### src/rtl/fp_pkg.sv
package fp_pkg;
  localparam int FP_BYTE_W = 8;
  localparam int FP_HDR_BYTES = 4;
  typedef logic [FP_BYTE_W-1:0] byte_t;

  // one byte through an MSB-first CRC-8, no reflection
  function automatic byte_t crc8_byte(input byte_t crc, input byte_t data, input byte_t poly);
    byte_t c;
    c = crc ^ data;
    for (int i = 0; i < FP_BYTE_W; i++) begin
      c = c[FP_BYTE_W-1] ? ((c << 1) ^ poly) : (c << 1);
    end
    return c;
  endfunction
endpackage

### src/rtl/fp_bit_packer.sv
module fp_bit_packer #(
  parameter int BYTE_W = 8
) (
  input  logic              clk,
  input  logic              rst_n,
  input  logic              clr,
  input  logic              shift_en,
  input  logic              bit_in,
  output logic [BYTE_W-1:0] byte_out,
  output logic              byte_stb,
  output logic              aligned
);
  localparam int CW = $clog2(BYTE_W);
  localparam logic [CW-1:0] LAST = CW'(BYTE_W - 1);

  logic [BYTE_W-2:0] sh_q, sh_d;
  logic [CW-1:0]     cnt_q, cnt_d;

  always_comb begin
    sh_d  = sh_q;
    cnt_d = cnt_q;
    if (clr) begin
      sh_d  = '0;
      cnt_d = '0;
    end else if (shift_en) begin
      sh_d  = {sh_q[BYTE_W-3:0], bit_in};
      cnt_d = (cnt_q == LAST) ? '0 : cnt_q + 1'b1;
    end
  end

  always_ff @(posedge clk or negedge rst_n) begin
    if (!rst_n) begin
      sh_q  <= '0;
      cnt_q <= '0;
    end else begin
      sh_q  <= sh_d;
      cnt_q <= cnt_d;
    end
  end

  assign byte_out = {sh_q, bit_in};
  assign byte_stb = shift_en && !clr && (cnt_q == LAST);
  assign aligned  = (cnt_q == '0);


  bit_count_step_chk: assert property (@(posedge clk) disable iff (!rst_n)
    (shift_en && !clr && cnt_q != LAST) |=> (cnt_q == $past(cnt_q) + 1'b1));

  clr_realign_chk: assert property (@(posedge clk) disable iff (!rst_n)
    clr |=> aligned);
endmodule

### src/rtl/fp_crc_track.sv
module fp_crc_track
  import fp_pkg::*;
#(
  parameter byte_t POLY = 8'h1D,
  parameter byte_t INIT = 8'hFF
) (
  input  logic  clk,
  input  logic  rst_n,
  input  logic  clr,
  input  logic  upd,
  input  byte_t din,
  output byte_t crc_excl
);
  byte_t all_q, all_d, excl_q, excl_d;

  always_comb begin
    all_d  = all_q;
    excl_d = excl_q;
    if (clr) begin
      all_d  = INIT;
      excl_d = INIT;
    end else if (upd) begin
      excl_d = all_q;
      all_d  = crc8_byte(all_q, din, POLY);
    end
  end

  always_ff @(posedge clk or negedge rst_n) begin
    if (!rst_n) begin
      all_q  <= INIT;
      excl_q <= INIT;
    end else begin
      all_q  <= all_d;
      excl_q <= excl_d;
    end
  end

  assign crc_excl = excl_q;


  crc_lag_chk: assert property (@(posedge clk) disable iff (!rst_n)
    (upd && !clr) |=> (crc_excl == $past(all_q)));
endmodule

### src/rtl/fp_hold_pipe.sv
module fp_hold_pipe
  import fp_pkg::*;
(
  input  logic  clk,
  input  logic  rst_n,
  input  logic  clr,
  input  logic  push,
  input  byte_t din,
  output byte_t newest,
  output byte_t older,
  output logic  newest_v,
  output logic  older_v
);
  byte_t h0_q, h0_d, h1_q, h1_d;
  logic  v0_q, v0_d, v1_q, v1_d;

  always_comb begin
    h0_d = h0_q;
    h1_d = h1_q;
    v0_d = v0_q;
    v1_d = v1_q;
    if (clr) begin
      v0_d = 1'b0;
      v1_d = 1'b0;
    end else if (push) begin
      h1_d = h0_q;
      v1_d = v0_q;
      h0_d = din;
      v0_d = 1'b1;
    end
  end

  always_ff @(posedge clk or negedge rst_n) begin
    if (!rst_n) begin
      h0_q <= '0;
      h1_q <= '0;
      v0_q <= 1'b0;
      v1_q <= 1'b0;
    end else begin
      v0_q <= v0_d;
      v1_q <= v1_d;
      if (push && !clr) begin
        h0_q <= h0_d;
        h1_q <= h1_d;
      end
    end
  end

  assign newest   = h0_q;
  assign older    = h1_q;
  assign newest_v = v0_q;
  assign older_v  = v1_q;


  hold_order_chk: assert property (@(posedge clk) disable iff (!rst_n)
    older_v |-> newest_v);
endmodule

### src/rtl/frame_field_parser.sv
module frame_field_parser
  import fp_pkg::*;
#(
  parameter int    MAX_BYTES = 12,
  parameter byte_t CRC_POLY  = 8'h1D,
  parameter byte_t CRC_INIT  = 8'hFF,
  parameter byte_t PID_MODE  = 8'h01
) (
  input  logic       clk,
  input  logic       rst_n,
  input  logic       sof_i,
  input  logic       eof_i,
  input  logic       err_i,
  input  logic       bit_vld_i,
  input  logic       bit_i,
  output logic [7:0] hdr_prio_o,
  output logic [7:0] hdr_dst_o,
  output logic [7:0] hdr_src_o,
  output logic [7:0] hdr_mode_o,
  output logic       hdr_vld_o,
  output logic [7:0] dat_o,
  output logic       dat_vld_o,
  output logic       dat_last_o,
  output logic [7:0] cks_o,
  output logic       cks_vld_o,
  output logic       cks_ok_o,
  output logic [7:0] pid_o,
  output logic       pid_vld_o,
  output logic       warn_short_o,
  output logic       warn_align_o,
  output logic       warn_long_o
);
  localparam int IW = $clog2(MAX_BYTES + 1);
  localparam logic [IW-1:0] IDX_MAX  = IW'(MAX_BYTES);
  localparam logic [IW-1:0] IDX_HDR  = IW'(FP_HDR_BYTES);

  // reset: asserted asynchronously, released on a clock edge
  logic [1:0] rs_q;
  logic       rst_sn;
  always_ff @(posedge clk or negedge rst_n) begin
    if (!rst_n) rs_q <= '0;
    else        rs_q <= {rs_q[0], 1'b1};
  end
  assign rst_sn = rs_q[1];

  logic          act_q, act_d;
  logic [IW-1:0] idx_q, idx_d;
  byte_t         first_q;
  logic          hdr_vld_d;

  logic  shift_en, fin, abort, over, cand_push, byte_stb, aligned, good_end;
  byte_t byte_now, h_new, h_old, crc_excl;
  logic  h_new_v, h_old_v;

  logic  dat_vld_d, dat_last_d, cks_vld_d, pid_vld_d;
  logic  w_short_d, w_align_d, w_long_d;
  logic  [FP_HDR_BYTES-1:0] hdr_en;

  always_comb begin
    shift_en  = act_q && bit_vld_i && !sof_i && !err_i && !eof_i;
    abort     = act_q && err_i && !sof_i;
    fin       = act_q && eof_i && !sof_i && !err_i;
    over      = byte_stb && (idx_q == IDX_MAX);
    cand_push = byte_stb && !over && (idx_q >= IDX_HDR);
    good_end  = fin && aligned;

    act_d = act_q;
    if (sof_i)                    act_d = 1'b1;
    else if (abort || fin || over) act_d = 1'b0;

    idx_d = idx_q;
    if (sof_i)                  idx_d = '0;
    else if (byte_stb && !over) idx_d = idx_q + 1'b1;

    for (int k = 0; k < FP_HDR_BYTES; k++)
      hdr_en[k] = byte_stb && (idx_q == IW'(k));

    hdr_vld_d = hdr_vld_o;
    if (sof_i)                            hdr_vld_d = 1'b0;
    else if (hdr_en[FP_HDR_BYTES-1])      hdr_vld_d = 1'b1;

    dat_last_d = good_end && h_old_v;
    dat_vld_d  = (cand_push && h_old_v) || dat_last_d;
    cks_vld_d  = good_end && h_new_v;
    pid_vld_d  = cks_vld_d && hdr_vld_o && (hdr_mode_o == PID_MODE);
    w_short_d  = good_end && !h_new_v;
    w_align_d  = fin && !aligned;
    w_long_d   = over;
  end

  fp_bit_packer #(.BYTE_W(FP_BYTE_W)) u_pack (
    .clk(clk), .rst_n(rst_sn), .clr(sof_i), .shift_en(shift_en), .bit_in(bit_i),
    .byte_out(byte_now), .byte_stb(byte_stb), .aligned(aligned)
  );

  fp_crc_track #(.POLY(CRC_POLY), .INIT(CRC_INIT)) u_crc (
    .clk(clk), .rst_n(rst_sn), .clr(sof_i), .upd(byte_stb && !over),
    .din(byte_now), .crc_excl(crc_excl)
  );

  fp_hold_pipe u_hold (
    .clk(clk), .rst_n(rst_sn), .clr(sof_i), .push(cand_push), .din(byte_now),
    .newest(h_new), .older(h_old), .newest_v(h_new_v), .older_v(h_old_v)
  );

  always_ff @(posedge clk or negedge rst_sn) begin
    if (!rst_sn) begin
      act_q        <= 1'b0;
      idx_q        <= '0;
      first_q      <= '0;
      hdr_prio_o   <= '0;
      hdr_dst_o    <= '0;
      hdr_src_o    <= '0;
      hdr_mode_o   <= '0;
      hdr_vld_o    <= 1'b0;
      dat_o        <= '0;
      dat_vld_o    <= 1'b0;
      dat_last_o   <= 1'b0;
      cks_o        <= '0;
      cks_vld_o    <= 1'b0;
      cks_ok_o     <= 1'b0;
      pid_o        <= '0;
      pid_vld_o    <= 1'b0;
      warn_short_o <= 1'b0;
      warn_align_o <= 1'b0;
      warn_long_o  <= 1'b0;
    end else begin
      act_q        <= act_d;
      idx_q        <= idx_d;
      hdr_vld_o    <= hdr_vld_d;
      dat_vld_o    <= dat_vld_d;
      dat_last_o   <= dat_last_d;
      cks_vld_o    <= cks_vld_d;
      pid_vld_o    <= pid_vld_d;
      warn_short_o <= w_short_d;
      warn_align_o <= w_align_d;
      warn_long_o  <= w_long_d;
      if (hdr_en[0]) hdr_prio_o <= byte_now;
      if (hdr_en[1]) hdr_dst_o  <= byte_now;
      if (hdr_en[2]) hdr_src_o  <= byte_now;
      if (hdr_en[3]) hdr_mode_o <= byte_now;
      if (cand_push && idx_q == IDX_HDR) first_q <= byte_now;
      if (dat_vld_d) dat_o <= h_old;
      if (cks_vld_d) begin
        cks_o    <= h_new;
        cks_ok_o <= (h_new == ~crc_excl);
      end
      if (pid_vld_d) pid_o <= first_q;
    end
  end


  last_with_cks_chk: assert property (@(posedge clk) disable iff (!rst_sn)
    dat_last_o |-> cks_vld_o);

  short_no_cks_chk: assert property (@(posedge clk) disable iff (!rst_sn)
    warn_short_o |-> (!cks_vld_o && !dat_vld_o && !pid_vld_o));

  pid_with_cks_chk: assert property (@(posedge clk) disable iff (!rst_sn)
    pid_vld_o |-> (cks_vld_o && hdr_mode_o == PID_MODE));

  align_discard_chk: assert property (@(posedge clk) disable iff (!rst_sn)
    warn_align_o |-> (!cks_vld_o && !dat_last_o));

  idx_bound_chk: assert property (@(posedge clk) disable iff (!rst_sn)
    idx_q <= IDX_MAX);

  long_closes_chk: assert property (@(posedge clk) disable iff (!rst_sn)
    warn_long_o |-> !act_q);
endmodule

### config.mk
export PLATFORM = sky130hd
export DESIGN_NAME = frame_field_parser
export DESIGN_NICKNAME = d
export VERILOG_FILES = /design/src/rtl/fp_pkg.sv /design/src/rtl/fp_bit_packer.sv /design/src/rtl/fp_crc_track.sv /design/src/rtl/fp_hold_pipe.sv /design/src/rtl/frame_field_parser.sv
export SDC_FILE = /design/constraint.sdc
export NUM_CORES = 1
export LEC_CHECK = 0
export BUFFER_PORTS_ARGS = -buffer_cell sky130_fd_sc_hd__buf_2
export CAP_MARGIN = 20
export CORE_MARGIN = 4
export CORE_UTILIZATION = 40
export CTS_BUF_LIST = sky130_fd_sc_hd__clkbuf_16
export DETAILED_ROUTE_END_ITERATION = 16
export SYNTH_ARGS = -nofsm -noshare
export SYNTH_HDL_FRONTEND = slang
export SYNTH_SLANG_ARGS = --single-unit
### constraint.sdc
create_clock -name clk -period 3.7 [get_ports clk]
set_input_delay 0.74 -clock clk [delete_from_list [all_inputs] [get_ports clk]]
set_output_delay 0.74 -clock clk [all_outputs]
set_load 0.02 [all_outputs]
# After elaboration in Yosys (flattened, before gate mapping)
# Index checks and enable logic that the tools add are counted.
word_totals:
  reg_bits: 124
  in_bits: 7
  output_inout_bits: 65
  wordCells: 122
op_classes:
  addsub: 2
  magnitude_cmp: 1
  eq_ne: 8
  muxes: 27
  bitwise: 11
  reduce_logical: 45
ops:
  columns: ["operator", "n"]
  rows:
  - ["$mux 5", 8]
  - ["$mux 8", 4]
  - ["$not 4->4", 8]
  - ["$logic_and 1x1->1", 28]
  - ["$mux 7", 2]
  - ["$reduce_bool 2->1", 5]
  - ["$mux 3", 3]
  - ["$eq 4x2->1 const B", 2]
  - ["$eq 8x1->1 const B", 1]
  - ["$eq 8x8->1", 1]
  - ["$mux 1", 8]
  - ["$mux 4", 2]
  - ["$not 8->8", 1]
  - ["$xor 8x8->8", 1]
  - ["$logic_not 1->1", 6]
  - ["$add 4x1->4 const B", 1]
  - ["$eq 4x1->1 const B", 1]
  - ["$eq 4x3->1 const B", 1]
  - ["$eq 4x4->1 const B", 1]
  - ["$ge 4x3->1 const B", 1]
  - ["$logic_not 4->1", 1]
  - ["$add 3x1->3 const B", 1]
  - ["$eq 3x3->1 const B", 1]
  - ["$logic_not 3->1", 1]
  - ["other kinds (3)", 5]

# Depth between registers and ports, before layout
depth:
  ltp_word: 19
  ltp_mapped: 8
  mapped_depth_nobuf: 6

# By module
# From an unflattened synthesis, not the netlist that was laid out.
unflattened:
  cells_unflattened: 397
  hier_area_um2: 5392.7
modules_own_cells:
  columns: ["mod", "n_inst", "cells_each", "area_each_um2", "seq_area_each_um2"]
  rows:
  - ["frame_field_parser", 1, 230, 3223.1, 2001.9]
  - ["fp_crc_track", 1, 84, 960.9, 420.4]
  - ["fp_hold_pipe", 1, 41, 734.5, 450.4]
  - ["fp_bit_packer", 1, 42, 474.2, 250.2]

# Worst setup path before layout
# Ideal clock, no wire load.
synth_timing:
  kind: "input-to-reg"
  from: "in sof_i"
  to: "reg u_hold.h0_q[7] (netlist: u_hold.newest[7])"
  setup_ns: 0.125
  t_arrival_ns: 2.349
  slack_ns: 1.226
  stages: 5
  path_buffers: 2
  path_cell_list: "or3b_1 > buf_6 > nor4_4 > buf_6 > mux2_2"
synth_via:
  elab_chain_cells: 12
  word_cells_on_any_way: 13
synth_rtl:
  columns: ["element", "line", "rtl"]
  rows:
  - ["start, declared", "frame_field_parser.sv:11", "input logic sof_i,"]
  - ["$logic_not 1->1", "fp_bit_packer.sv:42, fp_hold_pipe.sv:42, frame_field_parser.sv:60", null]
  - ["$logic_and 1x1->1 (3 in series)", "frame_field_parser.sv:60", "shift_en = act_q && bit_vld_i && !sof_i && !err_i && !eof_i;"]
  - ["$logic_and 1x1->1 (2 in series)", "fp_bit_packer.sv:42", "assign byte_stb = shift_en && !clr && (cnt_q == LAST);"]
  - ["$logic_and 1x1->1", "frame_field_parser.sv:63", "over = byte_stb && (idx_q == IDX_MAX);"]
  - ["$logic_not 1->1", "frame_field_parser.sv:64", "cand_push = byte_stb && !over && (idx_q >= IDX_HDR);"]
  - ["$logic_and 1x1->1 (2 in series)", "frame_field_parser.sv:64", null]
  - ["$logic_and 1x1->1", "fp_hold_pipe.sv:42", "if (push && !clr) begin"]
  - ["$reduce_and 3->1 (no source line) (*)", null, null]
  - ["end signal, assigned", "fp_hold_pipe.sv:35", "h0_q <= '0;"]
  - ["end signal, assigned", "fp_hold_pipe.sv:43", "h0_q <= h0_d;"]
  - ["end, declared", "fp_hold_pipe.sv:14", "byte_t h0_q, h0_d, h1_q, h1_d;"]
# Every way passes the cells marked *; elsewhere a longest branch is shown, timed or not.
# A chain may end at the register's enable or synchronous reset.

# Final worst setup path
layout_timing:
  from: "reg u_pack.cnt_q[0]"
  to: "reg dat_o[2]"
layout_via:
  elab_chain_cells: 8
  word_cells_on_any_way: 11
layout_rtl:
  columns: ["element", "line", "rtl"]
  rows:
  - ["start, declared", "fp_bit_packer.sv:17", "logic [CW-1:0] cnt_q, cnt_d;"]
  - ["start signal, assigned", "fp_bit_packer.sv:37", "cnt_q <= cnt_d;"]
  - ["$eq 3x3->1", "fp_bit_packer.sv:42", null]
  - ["$logic_and 1x1->1", "fp_bit_packer.sv:42", null]
  - ["$logic_and 1x1->1", "frame_field_parser.sv:63", null]
  - ["$logic_not 1->1", "frame_field_parser.sv:64", null]
  - ["$logic_and 1x1->1 (2 in series)", "frame_field_parser.sv:64", null]
  - ["$logic_and 1x1->1", "frame_field_parser.sv:83", "dat_vld_d = (cand_push && h_old_v) || dat_last_d;"]
  - ["$logic_or 1x1->1 (*)", "frame_field_parser.sv:83", null]
  - ["end signal, assigned", "frame_field_parser.sv:143", "if (dat_vld_d) dat_o <= h_old;"]
  - ["end, declared", "frame_field_parser.sv:21", "output logic [7:0] dat_o,"]
# Marks and branches as above.

==> results.md <==
* Synth unique cells at 46
* Layout Nets at 479
* DP Area at 5840 um2
* Yosys reg bits at 124
* Overall die height at 123 um
* Share of layout cells above drive strength 1 at 44.1%
* Ys async rst share at 100%
* CTS Sinks at 124
* Layout Cell Area excl Fill at 6400 um2
* Routed Antenna Nets at 0
* Setup WS pre-CTS at 1.02 ns
* H-tree Lvls at 4
* Rows at 41
* Synth-to-layout area growth at 20.8%
* Final hold violations at 0
* Leading area contributor after synthesis: dfrtp_1
* Achievable Freq at 0.435 GHz
* Global-route wire length before repair at 18.4 mm
* WL/cell at 17.3 um
* Reg-to-Reg End: dat_o[2]
* Cts repair resizes at 0
* Hold WS at 0.103 ns
* # diodes at 0
* CP Capture Type: register
* Synth Flop Type: dfrtp_1
* Slew margin rel. at 61.3%
* CORE AREA at 12800 um2
* Max Slew Vio Count at 0
* Final worst-path cycle share at 62.1%
* Placer Congestion at 0.769
* Endpoints failing setup at 0
* Die area at 15100 um2
* Kind of critical path: reg -> reg
* Most common cell in the netlist: dfrtp_1
* DPL Wire Length at 7.20 mm
* Area share of the largest cell type after synthesis at 51.0%
* Max FO, Critical Path at 18
* Post-route minimum period at 2.30 ns
* Top post-synthesis cells by count: dfrtp_1, mux2_2, nor2_1, xnor2_1, dfstp_2
* Worst endpoint data arrival time at 2.59 ns
* First-pass DRT Iterations at 4
* Top post-synthesis cells by area: dfrtp_1, mux2_2, dfstp_2, xnor2_1, mux2i_1
* Reg2Reg Setup Slack at 1.40 ns
* Initial DRC Count at 162
* Root Buffer: clkbuf_16
* Max rail drop VDD at 262 uV
* Routed via count at 3233
* Post-synth EDFFs at 0
* Initial core utilization at 41.5%
* Tot Pwr at 2.94 mW
* Worst setup SP type: register
* Clock transition at the registers of the reported paths at 0.05 ns
* CTS Buffer Depth at 2
* Initial antenna violation count at 0
* Largest net degree at the start of global routing at 88
* Total global routing overflow at 0
* Syn Std Cell Area at 5300 um2
* Mapped Nets at 400
* Sequential-to-total area share from yosys stat at 59.0%
* Reg2Reg Depth at 7
* TritonCTS buffer count at 17
* Vias in the first global route at 3361
* Via-per-instance ratio at 4.99
* Hold Path Class: in -> async
* R2R Path Start: u_pack.cnt_q[0]
* Max Clock Skew at 0.00512 ns
* Pwr Density at 460 nW/um2
* Syn_area_per_cell at 13.7 um2
* Post-CTS Hold Buffers at 0
* Final core occ at 50.1%
* Data required time of the critical path at 4.00 ns
* Setup TNS at 0 ns
* DRC Markers at 0
* Clk_lat worst skew at 0.41 ns
* Die X at 123 um
* DP Cell Count at 617
* Warnings, synthesis at 0
* Number of post-CTS setup repair buffers at 0
* Worst Slack Setup Final at 1.40 ns
* Status: finished, final reports clean
* Ports at 72
* Max-Cap Viols at 0
* Post-Layout Cell Count at 648
* Layout fillers at 1113
* DRT Wirelength at 11.2 mm
* Mapped Cells at 386
* RSZ-0062 raised after global routing: false
* GRT Resource Usage Total at 16.3%
* CTS tree: done
* Slew @ Worst Pin at 0.578 ns
* Port buffer count at 71
* Leak pwr at 3.26 nW
critical path, cell delays in order, from the launching register on:
cell      delay (ns)
dfrtp_1         0.41
ha_1            0.21
ha_1            0.21
nand3b_1        0.26
nor4_4          0.09
buf_4           0.24
o21ai_4         0.38
mux2_2          0.38
cell type report:
type | count | area (um2) | share of cell area (%)
Clock inverter | 13 | 111 | 1.74
Timing Repair Buffer | 79 | 428 | 6.69
Inverter | 9 | 33.8 | 0.528
Tap cell | 172 | 215 | 3.36
Sequential cell | 124 | 3130 | 48.9
Multi-Input combinational cell | 234 | 2060 | 32.2
Clock buffer | 17 | 425 | 6.65
routing by layer:
| layer | vias up | wire, um | GRT usage (%) |
|---|---|---|---|
| li1 | 1501 | - | - |
| met2 | 79 | 5320 | 25.6 |
| met4 | 0 | 136 | 5.40 |
| met1 | 1641 | 5070 | 21.3 |
| met5 | - | 0 | 0 |
| met3 | 12 | 667 | 5.81 |
placed cells by master, fill, tap and decap left out, types with 3 or more instances in the layout:
cell type  instances
dfrtp_1          107
mux2_2            84
buf_2             71
nor2_1            23
xnor2_1           18
clkbuf_16         17
dfstp_2           16
nand2_1           13
mux2i_1           12
inv_1             11
xor2_1            10
o21ai_0            9
nand3_1            8
ha_1               7
buf_4              7
nor2b_1            5
a21oi_1            5
clkinv_1           5
and3_1             3
nor3b_1            3
state kept, by name, indices dropped and copies added (netlist names), 2 cells and up:
signal          cells
hdr_prio_o          8
dat_o               8
hdr_mode_o          8
u_hold.newest       8
cks_o               8
u_pack.sh_q         7
u_pack.cnt_q        3
pid_o               8
rs_q                2
idx_q               4
first_q             8
u_hold.older        8
hdr_dst_o           8
u_crc.all_q         8
hdr_src_o           8
u_crc.crc_excl      8
kinds of logic after synthesis:
logic type                 synth area share (%)
adders and majority gates                  1.65
xor gates and xnor gates                   6.38
other                                    0.0708
DFF                                        59.0
AOI/OAI and AO/OA                          2.76
and+or+nand+nor                            7.75
buffers and inverters                      2.29
muxes                                      20.1
where the power goes:
part | total [mW] | switching, mW | internal (mW) | leakage [nW]
clock | 1.52 | 0.558 | 0.960 | 0.264
combinational | 0.0529 | 0.0366 | 0.0163 | 1.33
sequential | 1.37 | 0.0115 | 1.36 | 1.67
worst max-delay path by stage:
stage	startpoint	to	depth (start not counted)
3_5_place_dp	err_i	hdr_dst_o[3]	5
4_1_cts	u_pack.cnt_q[0]	dat_o[1]	7
6_report	u_pack.cnt_q[0]	dat_o[2]	7
3_3_place_gp	err_i	hdr_src_o[3]	5
2_1_floorplan	rs_q[1]	act_q	0
5_1_grt	u_pack.cnt_q[0]	hdr_src_o[1]	6
Power figures use the tool's default switching activity.
